**src/rtl/smb_cfg_pkg.sv**
```systemverilog
package smb_cfg_pkg;

  // Protocol phases of the slave state machine
  typedef enum logic [3:0] {
    S_IDLE,
    S_ADDR,
    S_ADDR_ACK,
    S_IDX,
    S_IDX_ACK,
    S_WDATA,
    S_WDATA_ACK,
    S_RDATA,
    S_RACK,
    S_IGNORE
  } busState_t;

  // Strobes from control to the register datapath
  typedef struct packed {
    logic idxLoad;      // load the pointer from the received byte
    logic dataWrite;    // store the received byte at the pointer, then step it
    logic readAdvance;  // the byte at the pointer has been taken for transmit, step it
  } dpStrobe_t;

endpackage

```
**src/rtl/smb_cfg_sync.sv**
```systemverilog
module smb_cfg_sync #(
  parameter int STAGES = 2
) (
  input  logic clk,
  input  logic rstN,
  input  logic sclIn,
  input  logic sdaIn,
  output logic sclLvl,
  output logic sdaLvl,
  output logic sclRise,
  output logic sclFall,
  output logic busStart,
  output logic busStop
);

  localparam int LAST = STAGES - 1;

  logic [LAST:0] sclSh;
  logic [LAST:0] sdaSh;
  logic          sclD;
  logic          sdaD;

  always_ff @(posedge clk) begin
    if (!rstN) begin
      sclSh <= '1;
      sdaSh <= '1;
      sclD  <= 1'b1;
      sdaD  <= 1'b1;
    end else begin
      sclSh <= {sclSh[LAST-1:0], sclIn};
      sdaSh <= {sdaSh[LAST-1:0], sdaIn};
      sclD  <= sclSh[LAST];
      sdaD  <= sdaSh[LAST];
    end
  end

  assign sclLvl   = sclSh[LAST];
  assign sdaLvl   = sdaSh[LAST];
  assign sclRise  = sclLvl & ~sclD;
  assign sclFall  = ~sclLvl & sclD;
  // SDA moving while SCL stays high frames a transaction
  assign busStart = sclLvl & sclD & sdaD & ~sdaLvl;
  assign busStop  = sclLvl & sclD & ~sdaD & sdaLvl;

endmodule

```
**src/rtl/smb_cfg_ctrl.sv**
```systemverilog
module smb_cfg_ctrl
  import smb_cfg_pkg::*;
#(
  parameter logic [6:0] SLAVE_ADDR = 7'h2C
) (
  input  logic       clk,
  input  logic       rstN,
  input  logic       sclLvl,
  input  logic       sdaLvl,
  input  logic       sclRise,
  input  logic       sclFall,
  input  logic       busStart,
  input  logic       busStop,
  input  logic [7:0] rdByte,
  output dpStrobe_t  stb,
  output logic [7:0] rxByte,
  output logic       sdaPull
);

  localparam logic [3:0] BYTE_BITS = 4'd8;

  busState_t  state;
  logic [3:0] bitCnt;
  logic [7:0] shReg;
  logic [7:0] txReg;
  logic       isRead;
  logic       nackSeen;

  logic evFree;
  logic byteDone;
  logic loadTx;

  assign evFree   = !busStart && !busStop;
  assign byteDone = sclFall && (bitCnt == BYTE_BITS) && evFree;
  // end of an ACK clock that hands over a fresh byte to transmit
  assign loadTx   = sclFall && evFree &&
                    ((state == S_ADDR_ACK && isRead) || (state == S_RACK && !nackSeen));

  always_comb begin
    stb.idxLoad     = (state == S_IDX)   && byteDone;
    stb.dataWrite   = (state == S_WDATA) && byteDone;
    stb.readAdvance = loadTx;
  end

  assign rxByte = shReg;

  always_ff @(posedge clk) begin
    if (!rstN) begin
      state    <= S_IDLE;
      bitCnt   <= '0;
      shReg    <= '0;
      txReg    <= '0;
      isRead   <= 1'b0;
      nackSeen <= 1'b0;
      sdaPull  <= 1'b0;
    end else if (busStop) begin
      state   <= S_IDLE;
      sdaPull <= 1'b0;
    end else if (busStart) begin
      state   <= S_ADDR;
      bitCnt  <= '0;
      sdaPull <= 1'b0;
    end else begin
      unique case (state)
        S_ADDR, S_IDX, S_WDATA: begin
          if (sclRise) begin
            shReg  <= {shReg[6:0], sdaLvl};
            bitCnt <= bitCnt + 4'd1;
          end else if (byteDone) begin
            if (state == S_ADDR) begin
              if (shReg[7:1] == SLAVE_ADDR) begin
                isRead  <= shReg[0];
                sdaPull <= 1'b1;
                state   <= S_ADDR_ACK;
              end else begin
                state <= S_IGNORE;
              end
            end else if (state == S_IDX) begin
              sdaPull <= 1'b1;
              state   <= S_IDX_ACK;
            end else begin
              sdaPull <= 1'b1;
              state   <= S_WDATA_ACK;
            end
          end
        end
        S_ADDR_ACK: begin
          if (sclFall) begin
            bitCnt <= '0;
            if (isRead) begin
              txReg   <= {rdByte[6:0], 1'b0};
              sdaPull <= !rdByte[7];
              state   <= S_RDATA;
            end else begin
              sdaPull <= 1'b0;
              state   <= S_IDX;
            end
          end
        end
        S_IDX_ACK, S_WDATA_ACK: begin
          if (sclFall) begin
            sdaPull <= 1'b0;
            bitCnt  <= '0;
            state   <= S_WDATA;
          end
        end
        S_RDATA: begin
          if (sclRise) begin
            bitCnt <= bitCnt + 4'd1;
          end else if (sclFall) begin
            if (bitCnt == BYTE_BITS) begin
              sdaPull <= 1'b0;
              state   <= S_RACK;
            end else begin
              sdaPull <= !txReg[7];
              txReg   <= {txReg[6:0], 1'b0};
            end
          end
        end
        S_RACK: begin
          if (sclRise) begin
            nackSeen <= sdaLvl;
          end else if (sclFall) begin
            if (nackSeen) begin
              state <= S_IGNORE;
            end else begin
              bitCnt  <= '0;
              txReg   <= {rdByte[6:0], 1'b0};
              sdaPull <= !rdByte[7];
              state   <= S_RDATA;
            end
          end
        end
        S_IGNORE: begin
          sdaPull <= 1'b0;
        end
        default: begin
          sdaPull <= 1'b0;
        end
      endcase
    end
  end

  AST_IDLE_ON_STOP: assert property (@(posedge clk) disable iff (!rstN)
    busStop |=> (state == S_IDLE && !sdaPull));

  AST_IGNORE_QUIET: assert property (@(posedge clk) disable iff (!rstN)
    (state == S_IGNORE) |-> !sdaPull);

  AST_PULL_ON_SCL_LOW: assert property (@(posedge clk) disable iff (!rstN)
    $rose(sdaPull) |-> !sclLvl);

  AST_DATA_ACKED: assert property (@(posedge clk) disable iff (!rstN)
    stb.dataWrite |=> sdaPull);

  AST_RESET_RELEASE: assert property (@(posedge clk)
    !rstN |=> (state == S_IDLE && !sdaPull));

endmodule

```
**src/rtl/smb_cfg_regs.sv**
```systemverilog
module smb_cfg_regs
  import smb_cfg_pkg::*;
#(
  parameter int                      NUM_REGS    = 4,
  parameter logic [NUM_REGS*8-1:0]   RESET_IMAGE = 32'h4100_035A,
  parameter logic [NUM_REGS*8-1:0]   WRITE_MASK  = 32'h7FFF_0FFF
) (
  input  logic                  clk,
  input  logic                  rstN,
  input  dpStrobe_t             stb,
  input  logic [7:0]            rxByte,
  output logic [7:0]            rdByte,
  output logic [NUM_REGS*8-1:0] regBus
);

  localparam int         PTR_W     = 8;
  localparam logic [8:0] REG_LIMIT = 9'(NUM_REGS);

  logic [PTR_W-1:0] ptr;
  logic [7:0]       regArr [NUM_REGS];

  always_ff @(posedge clk) begin
    if (!rstN) begin
      ptr <= '0;
    end else if (stb.idxLoad) begin
      ptr <= rxByte;
    end else if (stb.dataWrite || stb.readAdvance) begin
      ptr <= ptr + 8'd1;
    end
  end

  for (genvar i = 0; i < NUM_REGS; i++) begin : g_reg
    localparam logic [7:0] KEEP = WRITE_MASK[8*i +: 8];
    localparam logic [7:0] INIT = RESET_IMAGE[8*i +: 8];
    localparam logic [PTR_W-1:0] MY_IDX = PTR_W'(i);

    always_ff @(posedge clk) begin
      if (!rstN) begin
        regArr[i] <= INIT & KEEP;
      end else if (stb.dataWrite && ptr == MY_IDX) begin
        regArr[i] <= rxByte & KEEP;
      end
    end

    assign regBus[8*i +: 8] = regArr[i];
  end

  // Undefined indices fall through to zero
  always_comb begin
    rdByte = '0;
    for (int k = 0; k < NUM_REGS; k++) begin
      if (ptr == PTR_W'(k)) rdByte = regArr[k];
    end
  end

  AST_UNDEF_NO_WRITE: assert property (@(posedge clk) disable iff (!rstN)
    (stb.dataWrite && {1'b0, ptr} >= REG_LIMIT) |=> $stable(regBus));

  AST_PTR_STEP: assert property (@(posedge clk) disable iff (!rstN)
    stb.dataWrite |=> (ptr == $past(ptr) + 8'd1));

  AST_RESERVED_ZERO: assert property (@(posedge clk) disable iff (!rstN)
    stb.dataWrite |=> ((regBus & ~WRITE_MASK) == '0));

endmodule

```
**src/rtl/smb_cfg_slave.sv**
```systemverilog
module smb_cfg_slave
  import smb_cfg_pkg::*;
#(
  parameter logic [6:0]            SLAVE_ADDR  = 7'h2C,
  parameter int                    NUM_REGS    = 4,
  parameter int                    SYNC_STAGES = 2,
  parameter logic [NUM_REGS*8-1:0] RESET_IMAGE = 32'h4100_035A,
  parameter logic [NUM_REGS*8-1:0] WRITE_MASK  = 32'h7FFF_0FFF
) (
  input  logic                  clk,
  input  logic                  rstN,
  input  logic                  sclIn,
  input  logic                  sdaIn,
  output logic                  sdaPull,
  output logic [NUM_REGS*8-1:0] regBus
);

  logic       sclLvl;
  logic       sdaLvl;
  logic       sclRise;
  logic       sclFall;
  logic       busStart;
  logic       busStop;
  dpStrobe_t  stb;
  logic [7:0] rxByte;
  logic [7:0] rdByte;

  smb_cfg_sync #(.STAGES(SYNC_STAGES)) u_sync (
    .clk      (clk),
    .rstN     (rstN),
    .sclIn    (sclIn),
    .sdaIn    (sdaIn),
    .sclLvl   (sclLvl),
    .sdaLvl   (sdaLvl),
    .sclRise  (sclRise),
    .sclFall  (sclFall),
    .busStart (busStart),
    .busStop  (busStop)
  );

  smb_cfg_ctrl #(.SLAVE_ADDR(SLAVE_ADDR)) u_ctrl (
    .clk      (clk),
    .rstN     (rstN),
    .sclLvl   (sclLvl),
    .sdaLvl   (sdaLvl),
    .sclRise  (sclRise),
    .sclFall  (sclFall),
    .busStart (busStart),
    .busStop  (busStop),
    .rdByte   (rdByte),
    .stb      (stb),
    .rxByte   (rxByte),
    .sdaPull  (sdaPull)
  );

  smb_cfg_regs #(
    .NUM_REGS    (NUM_REGS),
    .RESET_IMAGE (RESET_IMAGE),
    .WRITE_MASK  (WRITE_MASK)
  ) u_regs (
    .clk    (clk),
    .rstN   (rstN),
    .stb    (stb),
    .rxByte (rxByte),
    .rdByte (rdByte),
    .regBus (regBus)
  );

endmodule

```
**config.mk**
```make
export PLATFORM = sky130hd
export DESIGN_NAME = smb_cfg_slave
export DESIGN_NICKNAME = d
export VERILOG_FILES = /design/src/rtl/smb_cfg_pkg.sv /design/src/rtl/smb_cfg_sync.sv /design/src/rtl/smb_cfg_ctrl.sv /design/src/rtl/smb_cfg_regs.sv /design/src/rtl/smb_cfg_slave.sv
export SDC_FILE = /design/constraint.sdc
export NUM_CORES = 1
export LEC_CHECK = 0
export ABC_CLOCK_PERIOD_IN_PS = 2890
export BUFFER_PORTS_ARGS = -buffer_cell sky130_fd_sc_hd__clkbuf_2
export CAP_MARGIN = 10
export CORE_MARGIN = 5
export CORE_UTILIZATION = 60
export DETAILED_ROUTE_END_ITERATION = 7
export GPL_TIMING_DRIVEN = 0
export PLACE_DENSITY = 0.89
export SETUP_SLACK_MARGIN = 0.3
export SYNTH_ARGS = -nofsm -noshare
export SYNTH_HDL_FRONTEND = slang
export SYNTH_SLANG_ARGS = --single-unit
```
**constraint.sdc**
```tcl
create_clock -name clk -period 2.89 [get_ports clk]
set_input_delay 0.1445 -clock clk [delete_from_list [all_inputs] [get_ports clk]]
set_output_delay 0.1445 -clock clk [all_outputs]
set_load 0.01 [all_outputs]
```
### Yosys cells after proc, flatten, opt, wreduce, memory -nomap -nowiden

Memory sizes are Yosys's and may differ from the RTL's.
Index checks and enable logic that the tools add are counted.

| storage, ports and cells | value |
|---|---|
| flip-flop bits (word level) | 41 |
| RAM bits | 32 |
| input port bits | 4 |
| memories kept | 1 |

| cells by class | value |
|---|---|
| add/subtract/negate cells | 2 |
| eq/ne operators | 38 |
| multiplexer cells | 69 |
| bitwise gates (word level) | 19 |
| reduce and logical (&&, ||, !) cells | 40 |

Memories:

| name | depth | bits a word | read ports | clocked after memory_dff | write ports | line | source |
|---|---|---|---|---|---|---|---|
| u_regs.regArr | 4 | 8 | 4 | 0 | 4 | smb_cfg_regs.sv:20 | `logic [7:0] regArr [NUM_REGS];` |

Operators by type and width:

| cell | number |
|---|---|
| two-way mux 8 bit | 18 |
| two-way mux 4 bit | 18 |
| AND reduction 10 bit | 3 |
| two-way mux 1 bit | 27 |
| inequality test 3 x 1 -> 1 bit, second input constant | 8 |
| case mux 8 bit (3 select lines) | 1 |
| case mux 4 bit (5 select lines) | 1 |
| == test 4 x 3 -> 1 bit, second input constant | 4 |
| == test 8 x 2 -> 1 bit, second input constant | 2 |
| inequality test 2 x 1 -> 1 bit, second input constant | 7 |
| AND reduction 7 bit | 2 |
| logical AND 1 bit | 13 |
| inequality test 3 x 2 -> 1 bit, second input constant | 4 |
| case mux 4 bit (3 select lines) | 1 |
| AND reduction 11 bit | 1 |
| inequality test 2 bit, second input constant | 5 |
| OR reduction 3 bit | 3 |
| adder 8 x 1 -> 8 bit, second input constant | 1 |
| == test 4 x 2 -> 1 bit, second input constant | 2 |
| == test 4 bit, second input constant | 2 |
| == test 8 x 1 -> 1 bit, second input constant | 1 |
| zero test 8 bit | 1 |
| inverter 1 bit | 8 |
| AND reduction 4 bit | 2 |
| 18 further kinds | 33 |

### Depth between registers and ports, before layout

Gate-level depths: netlist of the first run.

| logic depth | value |
|---|---|
| word-level depth | 12 |
| gate-level depth with buffers | 8 |

### Hierarchy

From an unflattened synthesis of the first run, not the netlist that was laid out.

| unflattened totals | value |
|---|---|
| cell total of the unflattened synthesis | 385 |
| area total of the unflattened synthesis | 3664.8 um^2 |

Modules (own cells, without submodules):

| module | instances | cells each | area each (um^2) |
|---|---|---|---|
| smb_cfg_regs | 1 | 176 | 1838.0 |
| smb_cfg_ctrl | 1 | 193 | 1636.6 |
| smb_cfg_sync | 1 | 16 | 190.2 |

### Worst setup path before layout of the first run

No wires, ideal clock.

| path | value |
|---|---|
| path kind | flip-flop to flip-flop |
| start point | register u_ctrl.state[3] |
| end point | memory u_regs.regArr[1][0] (data pin) |
| library setup time | 259 ps |
| arrival | 1670 ps |
| data required time | 2631 ps |
| slack | 961 ps |
| stages on the path, launching flop included | 8 |
| buffers on the path | 2 |
| period minus slack after synthesis | 1929 ps |
| cells stage by stage | dfxtp_1 -> buf_2 -> and2b_1 -> nand3_2 -> nor4_2 -> buf_2 -> nand2_1 -> or2_1 |

RTL lines:

| what | line | source |
|---|---|---|
| from (decl) | smb_cfg_ctrl.sv:22 | `busState_t state;` |
| from (signal assigned) | smb_cfg_ctrl.sv:49 | `state <= S_IDLE;` |
| from (signal assigned) | smb_cfg_ctrl.sv:57 | `state <= S_IDLE;` |
| from (signal assigned) | smb_cfg_ctrl.sv:60 | `state <= S_ADDR;` |
| to (decl) | smb_cfg_regs.sv:20 |  |

==> summary.md, run 1 <==
| Metric | Value |
|---|---|
| Final WS setup | `0.4551 ns` |
| Crit path max-delay cell type | `nor4_2` |
| # diodes | `0` |
| Root Driver | `clkbuf_8` |
| Clock latency on the worst-skew pair | `0.35 ns` |
| Worst hold margin | `0.04666 ns` |
| Crit path DAT | `2.54 ns` |
| Status | `finished clean` |
| Worst-path cell chain | `buf_2 > and2b_1 > nand3_2 > nor4_2 > buf_2 > nand2_1 > or2_1` |
| Crit path to | `u_regs.regArr[1][1]` |
| Tcrit/Tclk final | `84.25%` |
| DRT antenna net count | `0` |
| Clock tree buffer depth | `2` |
| Post-synth top area share | `22.73%` |
| CTS sink cnt | `67` |
| WP depth | `7` |
| Asr flop ratio synth | `0%` |
| Crit Path Class | `reg2reg` |
| TritonCTS Buffers | `9` |
| Met3 Use GR | `4.068%` |
| Most used DFF post-synth | `dfxtp_1` |
| Port Buffers | `31` |
| Area of the multi-input gates | `1783 µm²` |
| R2R depth | `7` |
| I/O pin count | `37` |
| Required @ worst endpoint | `3.00 ns` |
| Clock transition at path regs | `0.08 ns` |
| Total Wirelength | `9220 µm` |
| Cell taking the most area after synthesis | `edfxtp_1` |
| Least-Margin Pin Slew | `0.6267 ns` |
| First-pass GRT wire length | `14,880 µm` |
| Comb pwr share | `19.1%` |
| Crit path buf inv count | `2` |
| Chip height | `87.11 µm` |
| Fill cells | `428` |
| Post-CTS Setup Inserts | `0` |
| Top cells by area, synth | `edfxtp_1 (23%), dfxtp_1 (22%), a211oi_1 (4.6%), nand2_1 (4.0%), and3_1 (3.9%)` |
| Worst setup SP type | `register` |
| Final HPWL DP | `6621 µm` |
| Sequential share of the synthesized area | `45.18%` |
| DR WL/cell | `17.90 µm` |
| Initial DRT Pass Iterations | `5` |
| Mean Syn Cell Area | `9.217 µm²` |
| Max-Cap Viols | `0` |
| Mapped Cells | `387` |
| Die area | `7587 µm²` |
| CP Capture Type | `register` |
| TritonCTS clock tree | `built` |
| Top delay family on crit path | `simple AND/OR/NAND/NOR gates` |
| DR iter-0 viols | `362` |
| Sequential power share | `44.5%` |
| Worst vdd ir | `0.5758 mV` |
| Nets | `445` |
| GPL Wtd Cong | `0.9309` |
| GRT Total Usage | `25.50%` |
| Max_slew headroom | `57.14%` |
| Dpl ws | `0.5023 ns` |
| Busiest grt layer | `met2` |
| FF/Latch Area | `1612 µm²` |
| Final setup viols | `0` |
| EDFF count, synth | `27` |
| Crit path time final | `2.435 ns` |
| FF-to-FF setup slack | `0.46 ns` |
| Layout cells sized above 1 | `16.36%` |
| Area grow syn2layout | `14.24%` |
| #FFs+latches synth | `67` |
| Detailed-route DRC error count | `0` |
| Die Wd | `87.11 µm` |
| Slew Viols, Final | `0` |
| Pwr Density | `586.0 nW/µm²` |
| Synth unique cells | `62` |
| Hold depth | `2` |
| Grt met1 use | `37.02%` |
| CP dominant cell by count | `buf_2` |
| Sw frac | `29.00%` |
| Final Instance Area | `4075 µm²` |
| Worst Hold Class | `in2reg` |
| Largest net degree at the start of global routing | `14` |
| Worst reg2reg startpoint | `u_ctrl.state[3]` |
| Clock network power share | `36.3%` |
| Max Clock Freq | `410.7 MHz` |
| Vias in the first global route | `2,943` |
| Crit. Startpoint | `u_ctrl.state[3]` |
| Gr ovfl total | `0` |
| Cell row count | `28` |
| Clk_skew | `0.01358 ns` |
| Switching pwr | `692.5 µW` |
| CTS H-Tree Depth | `3` |
| P_leak | `1.498 nW` |
| Synthesized cell area | `3567 µm²` |
| CP Max Fanout | `10` |
| CP peak stage delay | `0.52 ns` |
| Worst r2r dst | `u_regs.regArr[1][1]` |
| Synth warn | `0` |
| Core Box Area | `5851 µm²` |
| Routing usage on met2 | `38.51%` |
| Via Count | `3,277` |
| Initial core utilization | `60.97%` |
| Placed cell area | `3831 µm²` |
| RSZ-0062 raised after global routing | `false` |
| Vias per Instance | `6.363` |
| Hold Fails Final Rpt | `0` |
| Final setup TNS | `0 ns` |
| Initial antenna violation count | `0` |
| P_int | `1.696 mW` |
[synth_stat cells (all sizes together), types with 3 or more instances]
cell type / instances
o221ai: 3
nand3: 17
nand2: 38
or3b: 4
o21ai: 16
buf: 11
nor4: 8
and3: 22
dfxtp: 40
a32oi: 4
clkbuf: 17
a31oi: 7
nor2b: 3
mux2i: 5
inv: 14
and2: 3
nor4bb: 4
nor2: 19
or3: 6
or2: 4
ha: 6
nor3: 6
a2111oi: 3
xnor2: 5
edfxtp: 27
and3b: 5
a211oi: 22
a21oi: 21
nand2b: 17
[kinds of logic (layout without fill, tap and decap cells)]
kind of cell	Yosys count	after routing	synth area share (%)
AND/OR/NAND/NOR	170	170	27.78
AO/OA/AOI/OAI	90	90	16.94
flip-flops	67	67	45.18
buffers and inverters	43	92	5.261
adder cells (fa/ha/maj)	6	6	2.104
XOR/XNOR	5	5	1.228
multiplexers	5	5	1.403
other	1	5	0.1051
[stage by stage]
| step | cells | total power [mW] | util [%] |
|---|---|---|---|
| 2_1_floorplan | 391 | 1.427 | - |
| 3_3_place_gp | 497 | 1.516 | 65.48 |
| 3_5_place_dp | 497 | 1.528 | 65.48 |
| 4_1_cts | 515 | 2.383 | 69.63 |
| 5_1_grt | 515 | 2.493 | 69.65 |
| 6_report | 515 | 2.388 | 69.65 |
[final cells by class]
type	count	share of cell area (%)
clock inverters	7	2.426
multi-input cells	281	43.75
plain buffers	28	3.255
well taps	75	2.303
flip-flops and latches	67	39.55
inverters	15	1.382
repair buffers	33	4.298
clock buffers	9	3.040
[worst register-to-register path: cells and delay by family, from the launching register on]
family                 cells  cell delay [ns]
DFF                        1             0.36
buffers and inverters      2             0.51
and+or+nand+nor            5             1.33
[per-layer routing]
layer	vias to the layer above	wire length [µm]
li1	1526	-
met2	191	4271
met4	0	193
met5	-	0
met3	25	858
met1	1535	3897
[timing repair]
item                                   4_1_cts  5_1_grt
endpoints found under the hold margin        2        0
resized for setup                            0        2
hold buffers                                 2        0
setup endpoints to repair                    0        1
[worst min path at each step]
stage | endpoint | from | slack (ns)
after floorplan | u_sync.sclSh[0] | rstN | 0.22
after global placement | u_sync.sdaSh[0] | sdaIn | 0.33
after detailed placement | u_sync.sdaSh[0] | sdaIn | 0.33
after CTS | u_sync.sclD | rstN | 0.04
after global routing | u_sync.sdaSh[0] | rstN | 0.07
final | u_sync.sdaSh[0] | rstN | 0.05
[power by group through the flow]
stage                     combinational [mW]  sequential, mW  clock (mW)
final                                  0.457            1.06       0.868
after global routing                   0.504            1.07       0.919
after CTS                              0.450            1.06       0.871
after detailed placement               0.446            1.08           0
after global placement                 0.437            1.08           0
after floorplan                        0.350            1.08           0
[placed cells by master, fill, tap and decap left out, types with 4 or more instances in the layout]
master,instances
clkbuf_1,16
xnor2_1,5
and3b_1,5
buf_2,6
nor4_1,7
nand2b_1,16
ha_1,6
buf_4,5
o21ai_0,13
nor2_1,19
a31oi_1,7
mux2i_1,5
edfxtp_1,27
clkbuf_8,9
a32oi_1,4
inv_1,14
conb_1,5
and3_1,22
nor3_1,5
nor4bb_1,4
a21oi_1,21
clkbuf_2,32
or3b_2,4
dfxtp_1,40
nand2_1,38
a211oi_1,22
nand3_1,16
or3_1,5
[flip-flops by register name (all words and copies together) (netlist names)]
register         cells
u_ctrl.rxByte        8
u_ctrl.txReg         7
u_sync.sdaD          1
u_regs.regArr       27
u_ctrl.bitCnt        4
u_sync.sdaSh         2
u_ctrl.isRead        1
u_ctrl.sdaPull       1
u_sync.sclD          1
u_regs.ptr           8
u_ctrl.nackSeen      1
u_sync.sclSh         2
u_ctrl.state         4
No activity file was read; power rests on OpenSTA's default activity.
==> run 2: changes to the inputs <==
ABC_CLOCK_PERIOD_IN_PS = 2100   (was 2890)
CORE_UTILIZATION = 53   (was 60)
PLACE_DENSITY = 0.84   (was 0.89)
clock period = 2.1 ns   (was 2.89 ns; I/O delays follow)
==> run 2 against run 1 <==
  * Count of clock-buffer cells in the layout unchanged
  * Critical path depth up 1
  * Power up 64%
  * Sequential power up 42%
  * Fmax up 19%
  * Critical endpoint is now u_ctrl.txReg[7]
==> summary.md, run 2 (synthesis results as in run 1) <==
| Metric | Value |
|---|---|
| Max reg flops | `27` |
| Worst hold margin | `0.1914 ns` |
| Max Clock Freq | `488.4 MHz` |
| Area grow syn2layout | `44.76%` |
| Layout cells sized above 1 | `42.68%` |
| DR WL/cell | `25.45 µm` |
| Core Box Area | `6681 µm²` |
| CP Max Fanout | `6` |
| Least-Margin Pin Slew | `0.9026 ns` |
| Status | `finished clean` |
| Vias in the first global route | `3,283` |
| Gr ovfl total | `0` |
| Root Driver | `clkbuf_8` |
| Initial DRT Pass Iterations | `7` |
| GPL Wtd Cong | `0.9525` |
| Final Instance Area | `5164 µm²` |
| Worst-path cell chain | `inv_4 > ha_4 > buf_4 > nor4bb_4 > a211oi_2 > nor4_2 > a211oi_1 > a211oi_1` |
| Worst vdd ir | `0.5939 mV` |
| Nets | `490` |
| CTS H-Tree Depth | `3` |
| Tcrit/Tclk final | `97.50%` |
| Total Wirelength | `14,380 µm` |
| Placed cell area | `3864 µm²` |
| P_leak | `1.932 nW` |
| First-pass GRT wire length | `16,820 µm` |
| Hold Fails Final Rpt | `0` |
| Final Power | `3.909 mW` |
| Worst setup SP type | `register` |
| Clk_skew | `0.01517 ns` |
| Fill cells | `361` |
| GRT Total Usage | `25.63%` |
| Initial core utilization | `53.39%` |
| Crit path time final | `2.048 ns` |
| Final WS setup | `0.05243 ns` |
| CP dominant cell by count | `a211oi_1` |
| Cell row count | `30` |
| Pwr Density | `757.0 nW/µm²` |
| Clock transition at path regs | `0.09 ns` |
| Largest Register | `u_regs.regArr` |
| FF/Latch Area | `1643 µm²` |
| Clock tree buffer depth | `2` |
| Worst Hold Class | `in2reg` |
| Detailed-route DRC error count | `0` |
| TritonCTS Buffers | `9` |
| I/O pin count | `37` |
| TritonCTS clock tree | `built` |
| Die Wd | `92.04 µm` |
| # diodes | `0` |
| Crit path max-delay cell type | `dfxtp_4` |
| Most frequent cells in the layout | `buf_4 (37), clkbuf_2 (37), nand2_1 (31)` |
| Vias per Instance | `7.076` |
| Crit Path Class | `reg2reg` |
| Die area | `8471 µm²` |
| Final HPWL DP | `6618 µm` |
| CP Capture Type | `register` |
| Area of the multi-input gates | `2281 µm²` |
| Port Buffers | `31` |
| Util after Layout | `77.28%` |
| Crit path DAT | `2.31 ns` |
| DR iter-0 viols | `679` |
| Initial antenna violation count | `0` |
| Placed Instances | `502` |
| Required @ worst endpoint | `2.36 ns` |
| CP peak stage delay | `0.41 ns` |
| Post-Layout Cell Count | `565` |
| RSZ-0062 raised after global routing | `true` |
| Slew Viols, Final | `0` |
| Dpl ws | `-0.1117 ns` |
| CTS sink cnt | `67` |
| Crit path buf inv count | `2` |
| Max-Cap Viols | `0` |
| Top delay family on crit path | `simple AND/OR/NAND/NOR gates` |
| Largest net degree at the start of global routing | `14` |
| Final setup TNS | `0 ns` |
| Clock latency on the worst-skew pair | `0.36 ns` |
| Max_slew headroom | `39.83%` |
| Final setup viols | `0` |
| Chip height | `92.04 µm` |
| Via Count | `3,998` |
| DRT antenna net count | `0` |
-- run 2: repair_timing --
action,CTS,global route
cloned,0,4
pin swaps,16,37
endpoints found under the hold margin,4,0
hold buffers,6,0
setup endpoints to repair,84,83
resized for setup,70,102
setup buffers,15,22
-- run 2: path summary, 6_finish.rpt --
kind,slack [ns],cells after the start,from,to
setup reg to reg,0.05,8,u_regs.ptr[0],u_ctrl.txReg[7]
setup / recovery,0.05,8,u_regs.ptr[0],u_ctrl.txReg[7]
hold reg to reg,0.41,1,u_sync.sclSh[0],u_sync.sclSh[1]
hold / removal,0.19,4,rstN,u_ctrl.state[0]
-- run 2: cell type report --
class / count / area share [%]
Multi-Input combinational cell: 281 / 44.17
Buffer: 28 / 4.386
Clock buffer: 9 / 2.399
Tap cell: 80 / 1.938
Clock inverter: 7 / 2.399
Sequential cell: 67 / 31.81
Timing Repair Buffer: 78 / 11.58
Inverter: 15 / 1.308
-- run 2: layer usage --
layer,GRT usage (%),up-vias,wire (µm)
met1,32.12,1843,4909
met3,6.071,141,1752
met2,40.82,393,6362
li1,-,1621,-
met4,13.74,0,1353
met5,0,-,0
-- run 2: tightest hold or removal path: stages --
cell,delay (ns)
clkbuf_2,0.13
nand2_1,0.12
nor2_1,0.06
o21a_1,0.09
-- run 2: power by group --
part	total (mW)	internal (mW)	switching, mW
clock network	1.37	0.800	0.565
logic	1.04	0.475	0.565
registers	1.50	1.41	0.0945
total	3.91	2.68	1.22
==> run 3: changes to the inputs <==
CELL_PAD_IN_SITES_DETAIL_PLACEMENT = 2   (was default)
CELL_PAD_IN_SITES_GLOBAL_PLACEMENT = 2   (was default)
CORE_UTILIZATION = 33   (was 53)
PLACE_DENSITY = 0.83   (was 0.84)
==> run 3 against run 2 <==
  * Clock power shrank 14%
  * Sequential cell count is the same
  * Worst setup slack got worse by 0.088 ns
  * Core utilization is 28 points lower
  * First-iteration DRC count fell by 49%
  * Non-clock buffer count grew 5
  * Wire length rose by 37%
  * The flow now finishes with violations (setup timing)
  * Final cell count up 12%
  * Fmax shrank 4.1%
  * Critical path depth unchanged
==> summary.md, run 3 (synthesis results as in run 1) <==
| Metric | Value |
|---|---|
| First-pass GRT wire length | `23,850 µm` |
| Hold Fails Final Rpt | `0` |
| CTS sink cnt | `67` |
| Worst r2r dst | `u_regs.ptr[2]` |
| Crit. Startpoint | `u_ctrl.bitCnt[0]` |
| Crit path to | `u_regs.ptr[2]` |
| Gr ovfl total | `0` |
| Least-Margin Pin Slew | `0.9988 ns` |
| Commonest non-fill, non-tap cell in the layout | `buf_4` |
| Die area | `12,990 µm²` |
| Worst reg2reg startpoint | `u_ctrl.bitCnt[0]` |
| Tcrit/Tclk final | `101.7%` |
| Util after Layout | `49.33%` |
| DR WL/cell | `31.17 µm` |
| Cell row count | `38` |
| Die Wd | `114.0 µm` |
| Root Driver | `clkbuf_8` |
| Port Buffers | `31` |
| Detailed-route DRC error count | `0` |
| P_leak | `1.933 nW` |
| Clk_skew | `0.01938 ns` |
| Largest net degree at the start of global routing | `12` |
| Placed Instances | `562` |
| I/O pin count | `37` |
| Initial antenna violation count | `0` |
| Clock latency on the worst-skew pair | `0.39 ns` |
| RSZ-0062 raised after global routing | `true` |
| DRT antenna net count | `0` |
| Failing checks | `setup timing` |
| Max Clock Freq | `468.2 MHz` |
| Post-Layout Cell Count | `630` |
| Crit path max-delay cell type | `or3_4` |
| Chip height | `114.0 µm` |
| Worst setup SP type | `register` |
| Initial core utilization | `33.35%` |
| Clock transition at path regs | `0.09 ns` |
| Fill cells | `1,085` |
| Layout cells sized above 1 | `44.69%` |
| Final setup viols | `2` |
| Worst Hold Class | `in2reg` |
| DR iter-0 viols | `347` |
| Max_slew headroom | `33.41%` |
| Total Wirelength | `19,640 µm` |
| Final HPWL DP | `8994 µm` |
| R2R depth | `8` |
| Vias in the first global route | `3,947` |
| Crit Path Class | `reg2reg` |
| Pwr Density | `723.2 nW/µm²` |
| Area grow syn2layout | `47.95%` |
| Required @ worst endpoint | `2.39 ns` |
| CP Max Fanout | `3` |
| Vias per Instance | `6.162` |
| Final WS setup | `-0.03572 ns` |
| Worst vdd ir | `0.6164 mV` |
| Status | `finished, violations left` |
| TritonCTS clock tree | `built` |
| # diodes | `0` |
| Crit path time final | `2.136 ns` |
| Most frequent cells in the layout | `buf_4 (48), clkbuf_2 (35), nand2_1 (29)` |
| Max reg flops | `27` |
| Dpl ws | `-0.3261 ns` |
| CP peak stage delay | `0.42 ns` |
| Core Box Area | `10,700 µm²` |
| Slew Viols, Final | `0` |
| Max-Cap Viols | `0` |
| Crit path DAT | `2.42 ns` |
| Initial DRT Pass Iterations | `5` |
| GPL Wtd Cong | `0.8565` |
| Nets | `495` |
| FF-to-FF setup slack | `-0.04 ns` |
| CTS H-Tree Depth | `3` |
| Via Count | `3,882` |
| Worst-path cell chain | `inv_2 > ha_4 > nand3b_1 > or3_4 > buf_4 > a211oi_1 > xnor2_1 > a21oi_1` |
| Largest Register | `u_regs.regArr` |
| Final setup TNS | `-0.06454 ns` |
| CP Capture Type | `register` |
| TritonCTS Buffers | `9` |
| Final Instance Area | `5278 µm²` |
| GRT Total Usage | `24.31%` |
| Hold depth | `2` |
| Clock tree buffer depth | `2` |
| Placed cell area | `3939 µm²` |
-- run 3: how the worst min path moves through the flow --
stage / from / endpoint
4_1_cts: rstN / u_sync.sclSh[0]
2_1_floorplan: rstN / u_sync.sclSh[0]
5_1_grt: rstN / u_sync.sclSh[0]
6_report: rstN / u_sync.sclSh[0]
3_5_place_dp: sdaIn / u_sync.sdaSh[0]
3_3_place_gp: sclIn / u_sync.sclSh[0]
-- run 3: final cells by class --
cell class / count / area [µm²] / share of cell area, %
clock inverters: 2 / 37.54 / 0.7112
repair buffers: 83 / 598.1 / 11.33
well taps: 140 / 175.2 / 3.319
inverters: 15 / 70.07 / 1.328
plain buffers: 28 / 249.0 / 4.718
multi-input cells: 281 / 2347 / 44.48
clock buffers: 14 / 152.6 / 2.892
flip-flops and latches: 67 / 1648 / 31.22
-- run 3: what timing repair did --
item,in CTS,in global routing
pin swaps,12,26
resized for setup,107,78
hold endpoints to repair,2,0
setup buffers,18,31
setup endpoints to repair,86,86
cloned,0,1
hold buffers,2,0
-- run 3: worst max-delay path, delay by kind of cell (launching register included) --
kind,cells,cell delay (ns)
flops,1,0.35
buf+inv,2,0.22
simple gates,2,0.62
xor+xnor,1,0.14
compound gates,2,0.59
fa+ha+maj,1,0.12
-- run 3: layer usage --
layer	share of wire [%]	vias to the layer above	global-route usage, %
met1	41	1979	30.12
met2	48	211	41.22
met3	6.5	64	5.040
li1	-	1628	-
met4	4.4	0	9.739
met5	0	-	0
-- run 3: where the power goes --
group,switching [mW],internal [mW],leakage [nW]
logic,0.679,0.461,1.26
registers,0.0904,1.41,0.582
clock network,0.593,0.585,0.0909
total,1.36,2.45,1.93
-- run 3: metrics by stage --
| stage | power, mW | hold slack [ns] |
|---|---|---|
| after floorplan | 1.968 | 0.1780 |
| after global routing | 3.924 | 0.03307 |
| final | 3.817 | 0.02271 |
| after detailed placement | 2.171 | 0.2921 |
| after CTS | 3.409 | 0.005816 |
| after global placement | 2.129 | 0.2881 |
